===== src/rtl/usbp_pkg.sv =====
package usbp_pkg;

   typedef enum logic [1:0] {
      LS_SE0   = 2'b00,
      LS_J     = 2'b01,
      LS_K     = 2'b10,
      LS_UNDEF = 2'b11
   } line_state_e;

   typedef enum logic [1:0] {
      PST_DISABLED  = 2'b00,
      PST_ENABLED   = 2'b01,
      PST_SUSPENDED = 2'b11
   } port_state_e;

   typedef struct packed {
      logic rst_start;
      logic susp_req;
      logic susp_clr;
   } port_cmd_t;

   function automatic port_state_e port_state(input logic en, input logic sus);
      if (!en)     return PST_DISABLED;
      else if (sus) return PST_SUSPENDED;
      else         return PST_ENABLED;
   endfunction

endpackage


===== src/rtl/usbp_line_sync.sv =====
module usbp_line_sync
   import usbp_pkg::*;
#(
   parameter int STAGES = 2
) (
   input  logic        clk,
   input  logic        rst_n,
   input  logic        dp,
   input  logic        dm,
   output line_state_e line_o
);

   if (STAGES < 0 || STAGES > 4) begin : g_bad_stages
      $error("usbp_line_sync: STAGES must lie in 0..4");
   end

   logic [1:0] raw;
   assign raw = {dp, dm};

   if (STAGES == 0) begin : g_direct
      assign line_o = line_state_e'(raw);
   end else begin : g_chain
      logic [1:0] stg_q [STAGES];
      always_ff @(posedge clk or negedge rst_n) begin
         if (!rst_n) begin
            for (int i = 0; i < STAGES; i++) stg_q[i] <= 2'b00;
         end else begin
            stg_q[0] <= raw;
            for (int i = 1; i < STAGES; i++) stg_q[i] <= stg_q[i-1];
         end
      end
      assign line_o = line_state_e'(stg_q[STAGES-1]);
   end

endmodule


===== src/rtl/usbp_cmd_decode.sv =====
module usbp_cmd_decode
   import usbp_pkg::*;
(
   input  logic      host_mode,
   input  logic      pwr,
   input  logic      rst_active,
   input  logic      en,
   input  logic      sus,
   input  logic      wr_reset,
   input  logic      wr_reset_val,
   input  logic      wr_susp,
   input  logic      wr_susp_val,
   input  logic      wr_fres,
   input  logic      wr_fres_val,
   output port_cmd_t cmd_o
);

   logic host_ok;
   assign host_ok = host_mode && pwr;

   always_comb begin
      cmd_o = '0;
      if (host_ok) begin
         // zero writes to reset are dropped; the timer owns clearing
         cmd_o.rst_start = wr_reset && wr_reset_val && !rst_active;
         // suspend only from the enabled state; zero writes dropped
         cmd_o.susp_req  = wr_susp && wr_susp_val && en && !sus && !rst_active;
         cmd_o.susp_clr  = wr_fres && !wr_fres_val;
      end
   end

endmodule


===== src/rtl/usbp_reset_timer.sv =====
module usbp_reset_timer #(
   parameter int RST_CYCLES = 500_000
) (
   input  logic clk,
   input  logic rst_n,
   input  logic pwr,
   input  logic start,
   output logic active_o,
   output logic done_o
);

   if (RST_CYCLES < 2) begin : g_bad_len
      $error("usbp_reset_timer: RST_CYCLES must be at least 2");
   end

   localparam int CW = (RST_CYCLES > 2) ? $clog2(RST_CYCLES) : 1;
   localparam logic [CW-1:0] LOAD = CW'(RST_CYCLES - 1);

   logic          active_q;
   logic [CW-1:0] cnt_q;

   assign active_o = active_q;
   assign done_o   = active_q && pwr && (cnt_q == '0);

   always_ff @(posedge clk or negedge rst_n) begin
      if (!rst_n) begin
         active_q <= 1'b0;
         cnt_q    <= '0;
      end else if (!pwr) begin
         active_q <= 1'b0;
         cnt_q    <= '0;
      end else if (start) begin
         active_q <= 1'b1;
         cnt_q    <= LOAD;
      end else if (active_q) begin
         if (cnt_q == '0) active_q <= 1'b0;
         else             cnt_q    <= cnt_q - 1'b1;
      end
   end

   // independent length tracker for the checks
   logic [CW:0] seen_q;
   always_ff @(posedge clk or negedge rst_n) begin
      if (!rst_n)        seen_q <= '0;
      else if (start)    seen_q <= (CW+1)'(1);
      else if (active_q) seen_q <= seen_q + 1'b1;
   end

   AST_RST_LEN_BOUND: assert property (@(posedge clk) disable iff (!rst_n)
      active_q |-> (seen_q <= (CW+1)'(RST_CYCLES)));
   AST_RST_FULL_LEN: assert property (@(posedge clk) disable iff (!rst_n)
      done_o |-> (seen_q == (CW+1)'(RST_CYCLES)));
   AST_NO_RESTART: assert property (@(posedge clk) disable iff (!rst_n)
      active_q |-> !start);
   AST_PWR_ABORT: assert property (@(posedge clk) disable iff (!rst_n)
      !pwr |=> !active_q);

endmodule


===== src/rtl/usbp_suspend_ctl.sv =====
module usbp_suspend_ctl
   import usbp_pkg::*;
(
   input  logic      clk,
   input  logic      rst_n,
   input  logic      pwr,
   input  logic      busy,
   input  port_cmd_t cmd,
   input  logic      rst_done,
   output logic      en_o,
   output logic      sus_o
);

   logic en_q, sus_q, pend_q;

   always_ff @(posedge clk or negedge rst_n) begin
      if (!rst_n) begin
         en_q   <= 1'b0;
         sus_q  <= 1'b0;
         pend_q <= 1'b0;
      end else if (!pwr) begin
         en_q   <= 1'b0;
         sus_q  <= 1'b0;
         pend_q <= 1'b0;
      end else if (cmd.rst_start) begin
         en_q   <= 1'b0;
         sus_q  <= 1'b0;
         pend_q <= 1'b0;
      end else if (rst_done) begin
         en_q   <= 1'b1;
         sus_q  <= 1'b0;
         pend_q <= 1'b0;
      end else if (cmd.susp_clr) begin
         sus_q  <= 1'b0;
         pend_q <= 1'b0;
      end else if (cmd.susp_req) begin
         if (busy) pend_q <= 1'b1;
         else      sus_q  <= 1'b1;
      end else if (pend_q && !busy) begin
         sus_q  <= 1'b1;
         pend_q <= 1'b0;
      end
   end

   assign en_o  = en_q;
   assign sus_o = sus_q;

   AST_SUSP_NEEDS_EN: assert property (@(posedge clk) disable iff (!rst_n)
      sus_q |-> en_q);
   AST_SUSP_AFTER_IDLE: assert property (@(posedge clk) disable iff (!rst_n)
      $rose(sus_q) |-> !$past(busy));
   AST_DONE_ENABLES: assert property (@(posedge clk) disable iff (!rst_n)
      (rst_done && pwr) |=> (en_q && !sus_q));
   AST_RST_CLEARS_SUSP: assert property (@(posedge clk) disable iff (!rst_n)
      (cmd.rst_start && pwr) |=> !sus_q);
   AST_PWR_OFF_CLEAR: assert property (@(posedge clk) disable iff (!rst_n)
      !pwr |=> (!en_q && !sus_q && !pend_q));

endmodule


===== src/rtl/usbp_port_ctl.sv =====
module usbp_port_ctl
   import usbp_pkg::*;
#(
   parameter int CLK_HZ      = 50_000_000,
   parameter int RST_MS      = 10,
   parameter int RST_CYCLES  = (CLK_HZ / 1000) * RST_MS,
   parameter int SYNC_STAGES = 2
) (
   input  logic       clk,
   input  logic       rst_n,
   input  logic       host_mode,
   input  logic       port_power,
   input  logic       wr_reset,
   input  logic       wr_reset_val,
   input  logic       wr_susp,
   input  logic       wr_susp_val,
   input  logic       wr_fres,
   input  logic       wr_fres_val,
   input  logic       dp_in,
   input  logic       dm_in,
   input  logic       xfer_busy,
   output logic       st_enable,
   output logic       st_suspend,
   output logic       st_reset,
   output logic [1:0] st_line,
   output logic       drive_se0,
   output logic       block_ds
);

   line_state_e line_s;
   port_cmd_t   cmd;
   logic        rst_active, rst_done, en_s, sus_s;
   port_state_e pst;

   usbp_line_sync #(.STAGES(SYNC_STAGES)) u_line (
      .clk    (clk),
      .rst_n  (rst_n),
      .dp     (dp_in),
      .dm     (dm_in),
      .line_o (line_s)
   );

   usbp_cmd_decode u_dec (
      .host_mode    (host_mode),
      .pwr          (port_power),
      .rst_active   (rst_active),
      .en           (en_s),
      .sus          (sus_s),
      .wr_reset     (wr_reset),
      .wr_reset_val (wr_reset_val),
      .wr_susp      (wr_susp),
      .wr_susp_val  (wr_susp_val),
      .wr_fres      (wr_fres),
      .wr_fres_val  (wr_fres_val),
      .cmd_o        (cmd)
   );

   usbp_reset_timer #(.RST_CYCLES(RST_CYCLES)) u_tmr (
      .clk      (clk),
      .rst_n    (rst_n),
      .pwr      (port_power),
      .start    (cmd.rst_start),
      .active_o (rst_active),
      .done_o   (rst_done)
   );

   usbp_suspend_ctl u_sus (
      .clk      (clk),
      .rst_n    (rst_n),
      .pwr      (port_power),
      .busy     (xfer_busy),
      .cmd      (cmd),
      .rst_done (rst_done),
      .en_o     (en_s),
      .sus_o    (sus_s)
   );

   assign pst        = port_state(en_s, sus_s);
   assign st_enable  = en_s;
   assign st_suspend = sus_s && port_power;
   assign st_reset   = rst_active && port_power;
   assign st_line    = line_s;
   assign drive_se0  = rst_active && port_power;
   assign block_ds   = (pst == PST_SUSPENDED);

   AST_SE0_ONLY_POWERED: assert property (@(posedge clk) disable iff (!rst_n)
      drive_se0 |-> port_power);
   AST_NO_BLOCK_IN_RESET: assert property (@(posedge clk) disable iff (!rst_n)
      drive_se0 |-> !block_ds);

endmodule


===== config.mk =====
export PLATFORM = sky130hd
export DESIGN_NAME = usbp_port_ctl
export DESIGN_NICKNAME = d
export VERILOG_FILES = /design/src/rtl/usbp_pkg.sv /design/src/rtl/usbp_line_sync.sv /design/src/rtl/usbp_cmd_decode.sv /design/src/rtl/usbp_reset_timer.sv /design/src/rtl/usbp_suspend_ctl.sv /design/src/rtl/usbp_port_ctl.sv
export SDC_FILE = /design/constraint.sdc
export NUM_CORES = 1
export LEC_CHECK = 0
export ABC_AREA = 1
export BUFFER_PORTS_ARGS = -buffer_cell sky130_fd_sc_hd__buf_2
export CAP_MARGIN = 40
export CORE_ASPECT_RATIO = 0.7
export CORE_MARGIN = 2
export CORE_UTILIZATION = 57
export DETAILED_ROUTE_END_ITERATION = 10
export HOLD_SLACK_MARGIN = 0.05
export PLACE_DENSITY_LB_ADDON = 0.15
export SLEW_MARGIN = 30
export SYNTH_ARGS = -nofsm -noshare
export SYNTH_HDL_FRONTEND = slang
export SYNTH_SLANG_ARGS = --single-unit

===== constraint.sdc =====
create_clock -name clk -period 1.7 [get_ports clk]
set_input_delay 0.085 -clock clk [delete_from_list [all_inputs] [get_ports clk]]
set_output_delay 0.085 -clock clk [all_outputs]
set_load 0.02 [all_outputs]

======== Word level (Yosys, flattened, before mapping) ========
Cells that the tools add are included.
operators by class
  add/sub/neg operators ................... 1
  eq/ne operators ......................... 7
  mux-type cells .......................... 28
  reductions and logical operators ........ 20
operator list
  kind                                                                  number
  19-bit 2-to-1 mux                                                     4
  1-bit 2-to-1 mux                                                      21
  19-bit logical NOT                                                    1
  19-bit by 1-bit subtractor with 19-bit output, second input constant  1
  1-bit logical AND                                                     12
  6-bit by 4-bit != test with 1-bit output, second input constant       2
  3-bit by 1-bit != test with 1-bit output, second input constant       2
  6-bit by 1-bit != test with 1-bit output, second input constant       1
  2-bit AND reduction                                                   3
  1-bit logical NOT                                                     4
  2-bit 2-to-1 mux                                                      2
  3-bit 2-to-1 mux                                                      1
  3-bit != test, second input constant                                  1
  2-bit == test, second input constant                                  1
word-level totals
  register bits ........................... 27
  output and inout port bits .............. 7
  word-level logic and storage cells ...... 63

======== Logic depth before layout (Yosys ltp) ========
Gate-level depths: netlist of the first run.
  depth after elaboration ................. 10
  gate-level depth with buffers ........... 11
  mapped depth without buffers ............ 10

======== Hierarchy ========
From an unflattened synthesis of the first run, not the netlist that was laid out.
second synthesis, totals
  cells, all modules ...................... 259
  area, all modules ....................... 1751.7 um^2
modules (own cells, without submodules)
  module            times used  cells an instance  area an instance (um^2)
  usbp_reset_timer  1           210                1390.1
  usbp_suspend_ctl  1           24                 170.2
  usbp_line_sync    1           6                  115.1
  usbp_cmd_decode   1           12                 46.3
  usbp_port_ctl     1           7                  30.0

======== Worst setup path after synthesis of the first run ========
No wires, ideal clock.
  path type ............................... flip-flop to flip-flop
  start point ............................. register u_tmr.cnt_q[0]
  end point ............................... register u_tmr.cnt_q[2]
  setup time .............................. 0.065 ns
  arrival ................................. 1.457 ns
  required time ........................... 1.635 ns
  setup slack ............................. 0.178 ns
  stages on the path, launching flop included .. 12
  path buffers ............................ 1
  clock period less this slack ............ 1.522 ns
  cell sequence ........................... dfrtp_1 -> inv_1 -> ha_1 -> nand2_2 -> nor2_4 -> nand3_2 -> nand2_4 -> nand2_4 -> inv_6 -> buf_6 -> nand2_1 -> nand2_1
between the ends
  cells in the longest elaborated chain, start to end .. 5
RTL lines
  element                                        line                    RTL
  start: declaration                             usbp_reset_timer.sv:20  logic [CW-1:0] cnt_q;
  start signal: assignment                       usbp_reset_timer.sv:37  else cnt_q <= cnt_q - 1'b1;
  19-bit by 1-bit subtractor with 19-bit output  usbp_reset_timer.sv:37
  19-bit 2-to-1 mux                              usbp_reset_timer.sv:36  if (cnt_q == '0) active_q <= 1'b0;
  19-bit 2-to-1 mux                              usbp_reset_timer.sv:35  end else if (active_q) begin
  19-bit 2-to-1 mux                              usbp_reset_timer.sv:32  end else if (start) begin
  19-bit 2-to-1 mux                              usbp_reset_timer.sv:29  end else if (!pwr) begin
Several ways; a longest one is shown, not always the timed one. The select of a mux whose other input is x is not followed.
A chain may end at the register's enable or synchronous reset.

======== Final worst setup path of the first run ========
  start point ............................. register u_tmr.cnt_q[7]
  end point ............................... register u_tmr.cnt_q[0]
between the ends
  cells in the longest elaborated chain, start to end .. 3
RTL lines
  element                        line
  19-bit logical NOT             usbp_reset_timer.sv:36
  3-bit != test (no line)        n/a
  2-bit AND reduction (no line)  n/a
Every way passes these cells.

==> results of run 1 <==
==> layer usage <==
metal,up-vias,part of all wire
li1,809,-
met1,695,0.50
met3,2,0.077
met2,50,0.42
met5,-,0
met4,0,0.0049
==> kinds of logic after synthesis <==
| family | after synthesis | synth area share |
|---|---|---|
| xor gates and xnor gates | 3 | 0.0159 |
| buffers and inverters | 36 | 0.0962 |
| AOI/OAI and AO/OA | 18 | 0.0659 |
| and+or+nand+nor | 153 | 0.405 |
| DFF | 27 | 0.409 |
| adders and majority gates | 1 | 0.00757 |
==> layout by cell type (no fill, tap or decap), drive strengths merged <==
master and n:
nand2 86, nor2 33, inv 30, buf 29, dfrtp 27, nand3 23, o21ai 9, nand4 8
clkbuf 4, a21oi 3, xor2 3, dlygate4sd3 3, a21boi 3, o21bai 2, nor3 1, nand3b 1
nor3b 1, o211ai 1, ha 1
==> what timing repair did <==
item                                   CTS  global route
endpoints found under the hold margin   29             0
hold buffers                             3             0
setup endpoints to repair                0            18
gates resized for setup                  0             6
setup buffers                            0             2
==> layout make-up <==
type,count,share of cell area
timing repair buffer,32,0.104
clock buffer,4,0.0235
tap,36,0.0235
multi-input combinational,175,0.435
sequential,27,0.352
inverter,30,0.0625
==> state kept, by name (all words and copies together) (netlist names) <==
name	flops
u_tmr.active_o	1
u_sus.sus_o	1
u_sus.en_o	1
u_tmr.cnt_q	19
u_line.line_o	2
u_sus.pend_q	1
u_line.g_chain.stg_q	2
==> metrics by stage <==
step | setup slack, ps | total power [uW] | hold slack (ps) | area (um2) | util
2_1_floorplan | 178 | 1540 | -211 | 1650 | -
3_3_place_gp | 121 | 1780 | 122 | 1810 | 0.651
3_5_place_dp | 37.5 | 1790 | 129 | 1810 | 0.651
4_1_cts | 20.1 | 2170 | 91.4 | 1890 | 0.678
5_1_grt | 24.2 | 2410 | 124 | 1920 | 0.690
6_report | 128 | 2230 | 101 | 1920 | 0.690
==> worst min path at each step <==
stage	start	endpoint	slack, ps	cells after the start
final	xfer_busy	u_sus.pend_q	100	3
after global routing	xfer_busy	u_sus.pend_q	120	3
after CTS	xfer_busy	u_sus.pend_q	90	3
after detailed placement	rst_n	u_tmr.cnt_q[0]	130	1
after global placement	rst_n	u_tmr.cnt_q[2]	120	1
after floorplan	rst_n	u_line.g_chain.stg_q[2]	-210	0
==> power by group <==
group / total (uW) / internal (uW) / switching, uW / leakage (uW)
sequential: 806 / 720 / 85.8 / 0.000361
clock: 369 / 168 / 201 / 0.0000228
combinational: 1050 / 395 / 656 / 0.000710
==> worst min-delay path: stages <==
cell,delay (ps)
buf_2,90
nand3_1,90
nand2_1,80
==> metrics.yaml, run 1 <==
status:
  outcome: "complete, no violations"
global_route:
  use_met2: 0.358
  use_met1: 0.426
  grt_overflow: 0
  grt_pass1_vias: 1364
  met3_usage: 0.0554
  grt_pass1_wl_um: 6540
  grt.total_usage: 0.261
  grt_max_degree: 28
  gr-max-usage-layer: "met1"
  grt_antenna_before_repair: 0
timing:
  setup_viol: 0
  period_share: 0.925
  period_needed_ps: 1570
  hold_viol: 0
  relSlewSlack: 0.601
  grt_setup_unrepaired: "no"
  skew_ps: 3.35
  clock.fmax_ghz: 0.636
  setup_tns_ps: 0
  worst_slew_pin_slew_ps: 599
  final_max_slew_viol_count: 0
setup_path:
  worstSetupEndpoint: "u_tmr.cnt_q[0]"
  critPathTopFamily: "simple AND/OR/NAND/NOR gates"
  worstPathBufferInverterCount: 1
  cp_slowest_cell: "dfrtp_1"
  end_kind: "flop"
  r2r_slack_ps: 130
  crit_type: "reg -> reg"
  critPathRequiredTime_ps: 1870
  startpoint: "u_tmr.cnt_q[7]"
  arrival_ps: 1740
  slowest_delay_ps: 430
  worstPathCellList: "nor2_1 -> nand2_1 -> nor2_4 -> nand3_2 -> nand2_4 -> a21boi_2 -> buf_4 -> nand2_1 -> nand2_1"
  ff2ff_path_depth: 9
  worstReg2RegEnd: "u_tmr.cnt_q[0]"
  reg2reg_from: "u_tmr.cnt_q[7]"
  crit_fanout: 6
  critPathMostFrequentCell: "nand2_1"
  cp.depth: 9
  critPathLaunchType: "flop"
yosys:
  seq_area_frac_synth: 0.409
  netlist_area_mm2: 0.00165
  yosysMostFrequentCell: "nand2_1"
  ys_async_sr_fraction: 1.00
  syn_nets: 252
  yosysTopAreaCell: "dfrtp_1"
  synth.top_cell.area_share: 0.409
  syn_avg_cell_area_um2: 6.94
  synth.distinct_cells: 27
  synthTopCellsByArea: "dfrtp_1 (41%), nand2_1 (19%), nor2_1 (6.8%)"
  synth_edf_count: 0
  synth_seq_cells: 27
  yosys_warnings: 0
  synth_commonest_cells: "nand2_1 (82), nor2_1 (30), inv_1 (28)"
  syn_inst: 238
  synthFlopType: "dfrtp_1"
final_layout:
  multi_input_area_um2: 835
  fill_cells: 234
  area.growth.synth_to_final_pct: 16.3
  layout-drive-gt1-share: 0.175
  seqCellArea_um2: 676
  fin_cells: 304
  antenna_cells: 0
  finalNetCount: 283
clock_network:
  cts_root_buffer: "clkbuf_8"
  clockBufferDepth: 2
  numCtsBuffers: 3
  clkLatencyLatePin_ps: 270
  cts_tree: "yes"
  path_clk_slew_ps: 90
  htreeDepth: 1
  clock-sinks: 27
floorplanning:
  core_area_mm2: 0.00278
  start_util: 0.594
  die_h_um: 49.0
  die_area_mm2: 0.00335
  num_rows: 16
  ioPinCount: 20
  die_w_um: 68.3
power:
  leakagePower_uw: 0.00109
  irDropWorstVdd_mv: 0.698
  p_per_area_mw_per_mm2: 1160
placement:
  dp_hpwl_um: 2890
  io_buffers: 19
  placed_cells: 295
  finalWeightedCongestion: 1.00
flow_run:
  maxCapViolCount: 0
detailed_routing:
  routedWlPerCell_um: 12.8
  num_vias: 1556
  drc: 0
  vias_per_cell: 5.12
  totalWireLength_um: 3880
  firstDrtPassIters: 4
  final_antenna_net_count: 0
  drt_iter0_drc: 132
worst_hold_path:
  hold_path.class: "in -> reg"
(Power assumes the default switching activity.)
==> run 2: changes to the inputs <==
==> constraint.sdc (replaced) <==
create_clock -name clk -period 1.7 [get_ports clk]
set_input_delay 0.255 -clock clk [delete_from_list [all_inputs] [get_ports clk]]
set_output_delay 0.255 -clock clk [all_outputs]
set_load 0.02 [all_outputs]
==> run 2 against run 1 <==
Compared with the run above: cell area decreased by 2.4%; clock-buffer cell count fell by 1; critical path depth up 1; first-iteration DRC count down 3.8%; die area unchanged; setup slack gained 1.6 ps; clock power about the same; critical endpoint is now u_tmr.cnt_q[8].
==> metrics.yaml, run 2 (synthesis results as in run 1) <==
clock_network:
  cts_tree: "yes"  # unchanged
  clkLatencyLatePin_ps: 280  # was 270 ps
  htreeDepth: 1  # unchanged
  cts_root_buffer: "clkbuf_8"  # unchanged
  path_clk_slew_ps: 100  # was 90 ps
  clock-sinks: 27  # unchanged
  clockBufferDepth: 2  # unchanged
  numCtsBuffers: 3  # unchanged
  cts_setup_buffers: 0  # unchanged
floorplanning:
  die_h_um: 49.0  # unchanged
  die_area_mm2: 0.00335  # unchanged
  core_area_mm2: 0.00278  # unchanged
  num_rows: 16  # unchanged
  ioPinCount: 20  # unchanged
  die_w_um: 68.3  # unchanged
  start_util: 0.594  # unchanged
final_layout:
  seqCellArea_um2: 676  # unchanged
  final_area_mm2: 0.00187  # was 0.00192 mm2
  area.growth.synth_to_final_pct: 13.5  # was 16.3%
  antenna_cells: 0  # unchanged
  fin_util: 0.674  # was 0.690
  mostFrequentLayoutCell: "nand2_1"  # unchanged
  layout_common_cells: "nand2_1 (81), nor2_1 (28), inv_1 (27), dfrtp_1 (27), nand3_1 (22)"  # was nand2_1 (82), nor2_1 (28), inv_1 (27), dfrtp_1 (27), nand3_1 (22)
  multi_input_area_um2: 842  # was 835 um2
  largest_reg_flops: 19  # unchanged
  fill_cells: 264  # was 234
  layout-drive-gt1-share: 0.169  # was 0.175
  finalNetCount: 276  # was 283
  regMostFlops: "u_tmr.cnt_q"  # unchanged
power:
  irDropWorstVdd_mv: 0.728  # was 0.698 mV
  clock_power_share: 0.170  # was 0.166
  p_per_area_mw_per_mm2: 1160  # about the same
  sw_frac_of_total: 0.433  # was 0.423
  p_sw_uw: 945  # was 943 uW
  leakagePower_uw: 0.00106  # was 0.00109 uW
  pwr-share-seq: 0.373  # was 0.362
  combPwrFrac: 0.457  # was 0.472
  power.internal_uw: 1240  # was 1280 uW
setup_path:
  crit_type: "reg -> reg"  # unchanged
  crit_fanout: 9  # was 6
  critPathRequiredTime_ps: 1870  # about the same
  arrival_ps: 1740  # about the same
  critPathMostFrequentCell: "nand2_1"  # unchanged
  cp_slowest_cell: "dfrtp_1"  # unchanged
  critPathLaunchType: "flop"  # unchanged
  worstPathCellList: "inv_2 -> ha_4 -> nand2_2 -> nor2_4 -> nand3_2 -> nand2_4 -> a21boi_2 -> buf_4 -> nand2_1 -> nand2_1"  # was nor2_1 -> nand2_1 -> nor2_4 -> nand3_2 -> nand2_4 -> a21boi_2 -> buf_4 -> nand2_1 -> nand2_1
  slowest_delay_ps: 410  # was 430 ps
  end_kind: "flop"  # unchanged
placement:
  finalWeightedCongestion: 0.981  # was 1.00
  io_buffers: 19  # unchanged
  dp_hpwl_um: 2910  # was 2890 um
  dp_slack_ps: -14.8  # was 37.5 ps
  placed_area_mm2: 0.00179  # was 0.00181 mm2
detailed_routing:
  drt_iter0_drc: 127  # was 132
  totalWireLength_um: 3820  # was 3880 um
  drc: 0  # unchanged
  vias_per_cell: 5.21  # was 5.12
  num_vias: 1548  # was 1,556
  routedWlPerCell_um: 12.9  # was 12.8 um
  firstDrtPassIters: 4  # unchanged
  final_antenna_net_count: 0  # unchanged
timing:
  clock.fmax_ghz: 0.637  # was 0.636 GHz
  skew_ps: 9.49  # was 3.35 ps
  relSlewSlack: 0.594  # was 0.601
  period_needed_ps: 1570  # about the same
  hold_viol: 0  # unchanged
  final_max_slew_viol_count: 0  # unchanged
  period_share: 0.924  # was 0.925
  setup_viol: 0  # unchanged
  worst_slew_pin_slew_ps: 609  # was 599 ps
  whs_ps: 70.0  # was 101 ps
  finalWorstSetupSlack_ps: 130  # was 128 ps
global_route:
  grt_antenna_before_repair: 0  # unchanged
  grt_pass1_vias: 1412  # was 1,364
  grt_pass1_wl_um: 6670  # was 6540 um
  grt_overflow: 0  # unchanged
  grt_max_degree: 28  # unchanged
  grt.total_usage: 0.269  # was 0.261
status:
  outcome: "complete, no violations"  # unchanged
worst_hold_path:
  hold_path.class: "in -> reg"  # unchanged
flow_run:
  maxCapViolCount: 0  # unchanged
run 2: changes by cell type in the layout (fill, tap and decap cells not counted):
cell / previous run / this run
buf_4: 10 / 5
dlygate4sd3_1: 3 / 1
clkbuf_1: 1 / 0
clkinvlp_4: 0 / 1
nand2_1: 82 / 81
nand2_2: 2 / 3
nor2_2: 4 / 3
nor2_4: 1 / 2
run 2: repair_timing:
| item | in CTS | in global routing |
|---|---|---|
| endpoints found under the setup margin | 4 | 19 |
| resized for setup | 1 | 7 |
| cloned | 0 | 0 |
| pin swaps | 0 | 1 |
| endpoints found under the hold margin | 27 | 0 |
| hold buffers | 1 | 0 |
run 2: layer usage:
layer  GRT usage  vias to the layer above  wire, um
met4      0.0800                        0        48
met1       0.415                      703      1860
li1            -                      791         -
met2       0.364                       50      1590
met5           0                        -         0
met3      0.0739                        4       322
run 2: cell type report:
cell class	instances	area share
repair buffers	25	0.0761
well taps	36	0.0240
clock inverters	1	0.00401
multi-input cells	175	0.449
flip-flops and latches	27	0.360
inverters	30	0.0641
clock buffers	3	0.0220
run 2: through the flow:
step	setup TNS, ps	instances	power (uW)
2_1_floorplan	0	238	1540
3_3_place_gp	0	292	1750
3_5_place_dp	-28.3	292	1760
4_1_cts	0	297	2150
5_1_grt	-0.0404	297	2380
6_report	0	297	2180
run 2: worst paths after layout:
| path | startpoint | end | slack, ps | cells past startpoint |
|---|---|---|---|---|
| worst max-delay path | u_tmr.cnt_q[0] | u_tmr.cnt_q[8] | 130 | 10 |
| worst min-delay path | dp_in | u_line.g_chain.stg_q[3] | 70 | 1 |
| worst min register to register | u_line.g_chain.stg_q[2] | u_line.line_o[0] | 360 | 0 |
| worst max register to register | u_tmr.cnt_q[0] | u_tmr.cnt_q[8] | 130 | 10 |
| min in group asynchronous | rst_n | u_line.g_chain.stg_q[3] | 530 | 2 |
| max in group asynchronous | rst_n | u_tmr.cnt_q[5] | 770 | 2 |
run 2: power groups by stage:
stage / registers (uW) / clock network, uW / logic (uW)
after detailed placement: 822 / 0 / 942
after global routing: 830 / 417 / 1130
after floorplan: 798 / 0 / 746
after global placement: 824 / 0 / 924
after CTS: 812 / 385 / 949
final: 813 / 372 / 998
run 2: worst max-delay path: cells and delay by family, from the launching register on:
kind	cells	cell delay (ps)
flip-flops	1	410
AND/OR/NAND/NOR	6	570
AO/OA/AOI/OAI	1	50
buffers and inverters	2	270
adder cells (fa/ha/maj)	1	160
==> run 3: changes to the inputs <==
--- a/config.mk
+++ b/config.mk
@@ -5,11 +5,9 @@
 export SDC_FILE = /design/constraint.sdc
 export NUM_CORES = 1
 export LEC_CHECK = 0
-export ABC_AREA = 1
 export BUFFER_PORTS_ARGS = -buffer_cell sky130_fd_sc_hd__buf_2
 export CAP_MARGIN = 40
 export CORE_ASPECT_RATIO = 0.7
-export CORE_MARGIN = 2
 export CORE_UTILIZATION = 57
 export DETAILED_ROUTE_END_ITERATION = 10
 export HOLD_SLACK_MARGIN = 0.05
==> run 3 against run 2 <==
Compared with the run above: the flow now finishes with violations (setup timing); non-clock buffer count up 43; sequential share of layout area fell by 6.2 points; die area down 11%; utilization is 22 points higher; fmax down 29%; sequential cell count unchanged; synthesized cell count down 29%; area after synthesis shrank 4.3%; largest cell class unchanged.
==> metrics.yaml, run 3 <==
status:
  outcome: "finished, violations left"  # was complete, no violations
  violations: "setup timing"
yosys:
  syn_nets: 182  # was 252
  synth.distinct_cells: 44  # was 27
  synth_edf_count: 0  # unchanged
  synth_compound_area_frac: 0.197  # was 0.0659
  synth_top_family_by_area: "simple AND/OR/NAND/NOR gates"  # unchanged
  yosysTopAreaCell: "dfrtp_1"  # unchanged
  syn_avg_cell_area_um2: 9.41  # was 6.94 um2
  synthFlopType: "dfrtp_1"  # unchanged
  yosys_warnings: 0  # unchanged
  yosys.area_share.adder: 0.00792  # was 0.00758
  ys_async_sr_fraction: 1.00  # unchanged
  seq_area_frac_synth: 0.428  # was 0.409
  yosysMostFrequentCell: "dfrtp_1"  # was nand2_1
  syn_inst: 168  # was 238
  synth_simple_gate_area_frac: 0.314  # was 0.405
  synth_mux_area_frac: 0.0127  # was 0
  synth_commonest_cells: "dfrtp_1 (27), nor2_1 (14), a21oi_1 (13)"  # was nand2_1 (82), nor2_1 (30), inv_1 (28)
  netlist_area_mm2: 0.00158  # was 0.00165 mm2
  synth.top_cell.area_share: 0.428  # was 0.409
  synthTopCellsByArea: "dfrtp_1 (43%), a21oi_1 (4.1%), or3_1 (3.6%)"  # was dfrtp_1 (41%), nand2_1 (19%), nor2_1 (6.8%)
  synth-xor-area-share: 0  # was 0.0159
  synth_seq_cells: 27  # unchanged
power:
  irDropWorstVdd_mv: 0.534  # was 0.728 mV
  leakagePower_uw: 0.00102  # was 0.00106 uW
  power.internal_uw: 1220  # was 1240 uW
  p_per_area_mw_per_mm2: 833  # was 1160 mW/mm2
  p_total_uw: 1890  # was 2180 uW
  combPwrFrac: 0.435  # was 0.457
  pwr-share-seq: 0.368  # was 0.373
  p_sw_uw: 672  # was 945 uW
  clock_power_share: 0.197  # was 0.170
  sw_frac_of_total: 0.355  # was 0.433
setup_path:
  crit_type: "reg -> reg"  # unchanged
  critPathRequiredTime_ps: 1870  # about the same
  crit_fanout: 4  # was 9
  critPathLaunchType: "flop"  # unchanged
  end_kind: "flop"  # unchanged
  arrival_ps: 2370  # was 1740 ps
  r2r_slack_ps: -500  # was 130 ps
detailed_routing:
  drt_iter0_drc: 333  # was 127
  routedWlPerCell_um: 24.2  # was 12.9 um
  num_vias: 1971  # was 1,548
  final_antenna_net_count: 0  # unchanged
  drc: 0  # unchanged
  vias_per_cell: 7.41  # was 5.21
  firstDrtPassIters: 7  # was 4
  totalWireLength_um: 6450  # was 3820 um
floorplanning:
  core_area_mm2: 0.00253  # was 0.00278 mm2
  die_h_um: 46.1  # was 49.0 um
  die_area_mm2: 0.00299  # was 0.00335 mm2
  num_rows: 15  # was 16
  ioPinCount: 20  # unchanged
  die_w_um: 64.9  # was 68.3 um
  start_util: 0.624  # was 0.594
clock_network:
  clockBufferDepth: 2  # unchanged
  clkLatencyLatePin_ps: 280  # about the same
  path_clk_slew_ps: 100  # about the same
  cts_root_buffer: "clkbuf_8"  # unchanged
  cts_tree: "yes"  # unchanged
  numCtsBuffers: 3  # unchanged
  clock-sinks: 27  # unchanged
  htreeDepth: 1  # unchanged
final_layout:
  largest_reg_flops: 19  # unchanged
  fin_cells: 266  # was 297
  mostFrequentLayoutCell: "buf_4"  # was nand2_1
  layout_common_cells: "buf_4 (42), dfrtp_1 (26), buf_2 (19), nor2_1 (12), nand2_1 (12)"  # was nand2_1 (81), nor2_1 (28), inv_1 (27), dfrtp_1 (27), nand3_1 (22)
  area.growth.synth_to_final_pct: 43.7  # was 13.5%
  regMostFlops: "u_tmr.cnt_q"  # unchanged
  fill_cells: 106  # was 264
  layout-drive-gt1-share: 0.470  # was 0.169
  antenna_cells: 0  # unchanged
  finalNetCount: 247  # was 276
placement:
  io_buffers: 19  # unchanged
  finalWeightedCongestion: 0.985  # was 0.981
  dp_hpwl_um: 3530  # was 2910 um
  dp_slack_ps: -467  # was -14.8 ps
  placed_cells: 255  # was 292
global_route:
  grt.total_usage: 0.453  # was 0.269
  grt_pass1_vias: 1868  # was 1,412
  grt_max_degree: 28  # unchanged
  grt_antenna_before_repair: 0  # unchanged
  grt_pass1_wl_um: 9490  # was 6670 um
  grt_overflow: 0  # unchanged
timing:
  grt_setup_unrepaired: "yes"
  relSlewSlack: 0.575  # was 0.594
  worst_slew_pin_slew_ps: 637  # was 609 ps
  clock.fmax_ghz: 0.455  # was 0.637 GHz
  setup_viol: 23  # was 0
  finalWorstSetupSlack_ps: -497  # was 130 ps
  period_share: 1.29  # was 0.924
  period_needed_ps: 2200  # was 1570 ps
  whs_ps: 69.7  # was 70.0 ps
  hold_viol: 0  # unchanged
  skew_ps: 13.1  # was 9.49 ps
  final_max_slew_viol_count: 0  # unchanged
worst_hold_path:
  hold_path.class: "in -> reg"  # unchanged
flow_run:
  maxCapViolCount: 0  # unchanged
## run 3: what timing repair did
action	CTS	global route
setup endpoints to repair	23	23
hold endpoints to repair	27	0
gates resized for setup	23	5
pin swaps	18	5
setup buffers	5	1
hold buffers	1	0
## run 3: power by group through the flow
stage,clock (uW),sequential (uW),combinational (uW)
global placement,0,700,595
CTS,369,692,740
finish,372,696,824
floorplan,0,702,333
detailed placement,0,702,617
global route,394,697,842
## run 3: path summary, 6_finish.rpt
| check | startpoint | to | cells past startpoint |
|---|---|---|---|
| worst max-delay path | u_tmr.cnt_q[11] | u_tmr.cnt_q[18] | 4 |
| worst min-delay path | dm_in | u_line.g_chain.stg_q[2] | 1 |
| worst max register to register | u_tmr.cnt_q[11] | u_tmr.cnt_q[18] | 4 |
| worst min register to register | u_line.g_chain.stg_q[3] | u_line.line_o[1] | 0 |
| max in group asynchronous | rst_n | u_tmr.cnt_q[16] | 2 |
| min in group asynchronous | rst_n | u_tmr.cnt_q[14] | 2 |
## run 3: critical path, stage by stage, from the launching register on
cell and delay [ps]:
dfrtp_1 430, or4_4 570, or4_4 530, or3_4 340
o221a_1 220
## run 3: through the flow
step           instance area [um2]  utilization  TNS [ps]
6_report                      2270        0.896     -8900
5_1_grt                       2270        0.896     -9330
4_1_cts                       2250        0.888     -6880
3_5_place_dp                  2050        0.810     -8530
3_3_place_gp                  2050        0.810     -7520
2_1_floorplan                 1650            -     -5900
## run 3: metal layers
metal | up-vias | routed length [um] | global-route usage
met2 | 204 | 2880 | 0.733
li1 | 784 | - | -
met1 | 913 | 2320 | 0.569
met3 | 70 | 786 | 0.0941
met5 | - | 0 | 0
met4 | 0 | 467 | 0.284
## run 3: final cells by class
class | count | area [um2] | area share
multi-input cells | 129 | 1000 | 0.441
flip-flops and latches | 27 | 677 | 0.298
repair buffers | 68 | 488 | 0.215
well taps | 34 | 42.5 | 0.0187
clock buffers | 3 | 41.3 | 0.0182
inverters | 4 | 15.0 | 0.00661
clock inverters | 1 | 5.00 | 0.00220
## run 3: kinds of logic (layout without fill, tap and decap cells)
kind of cell    after synthesis  in the layout
mux                           2              2
flops                        27             27
buf+inv                      12             76
simple gates                 79             79
compound gates               47             47
fa+ha+maj                     1              1
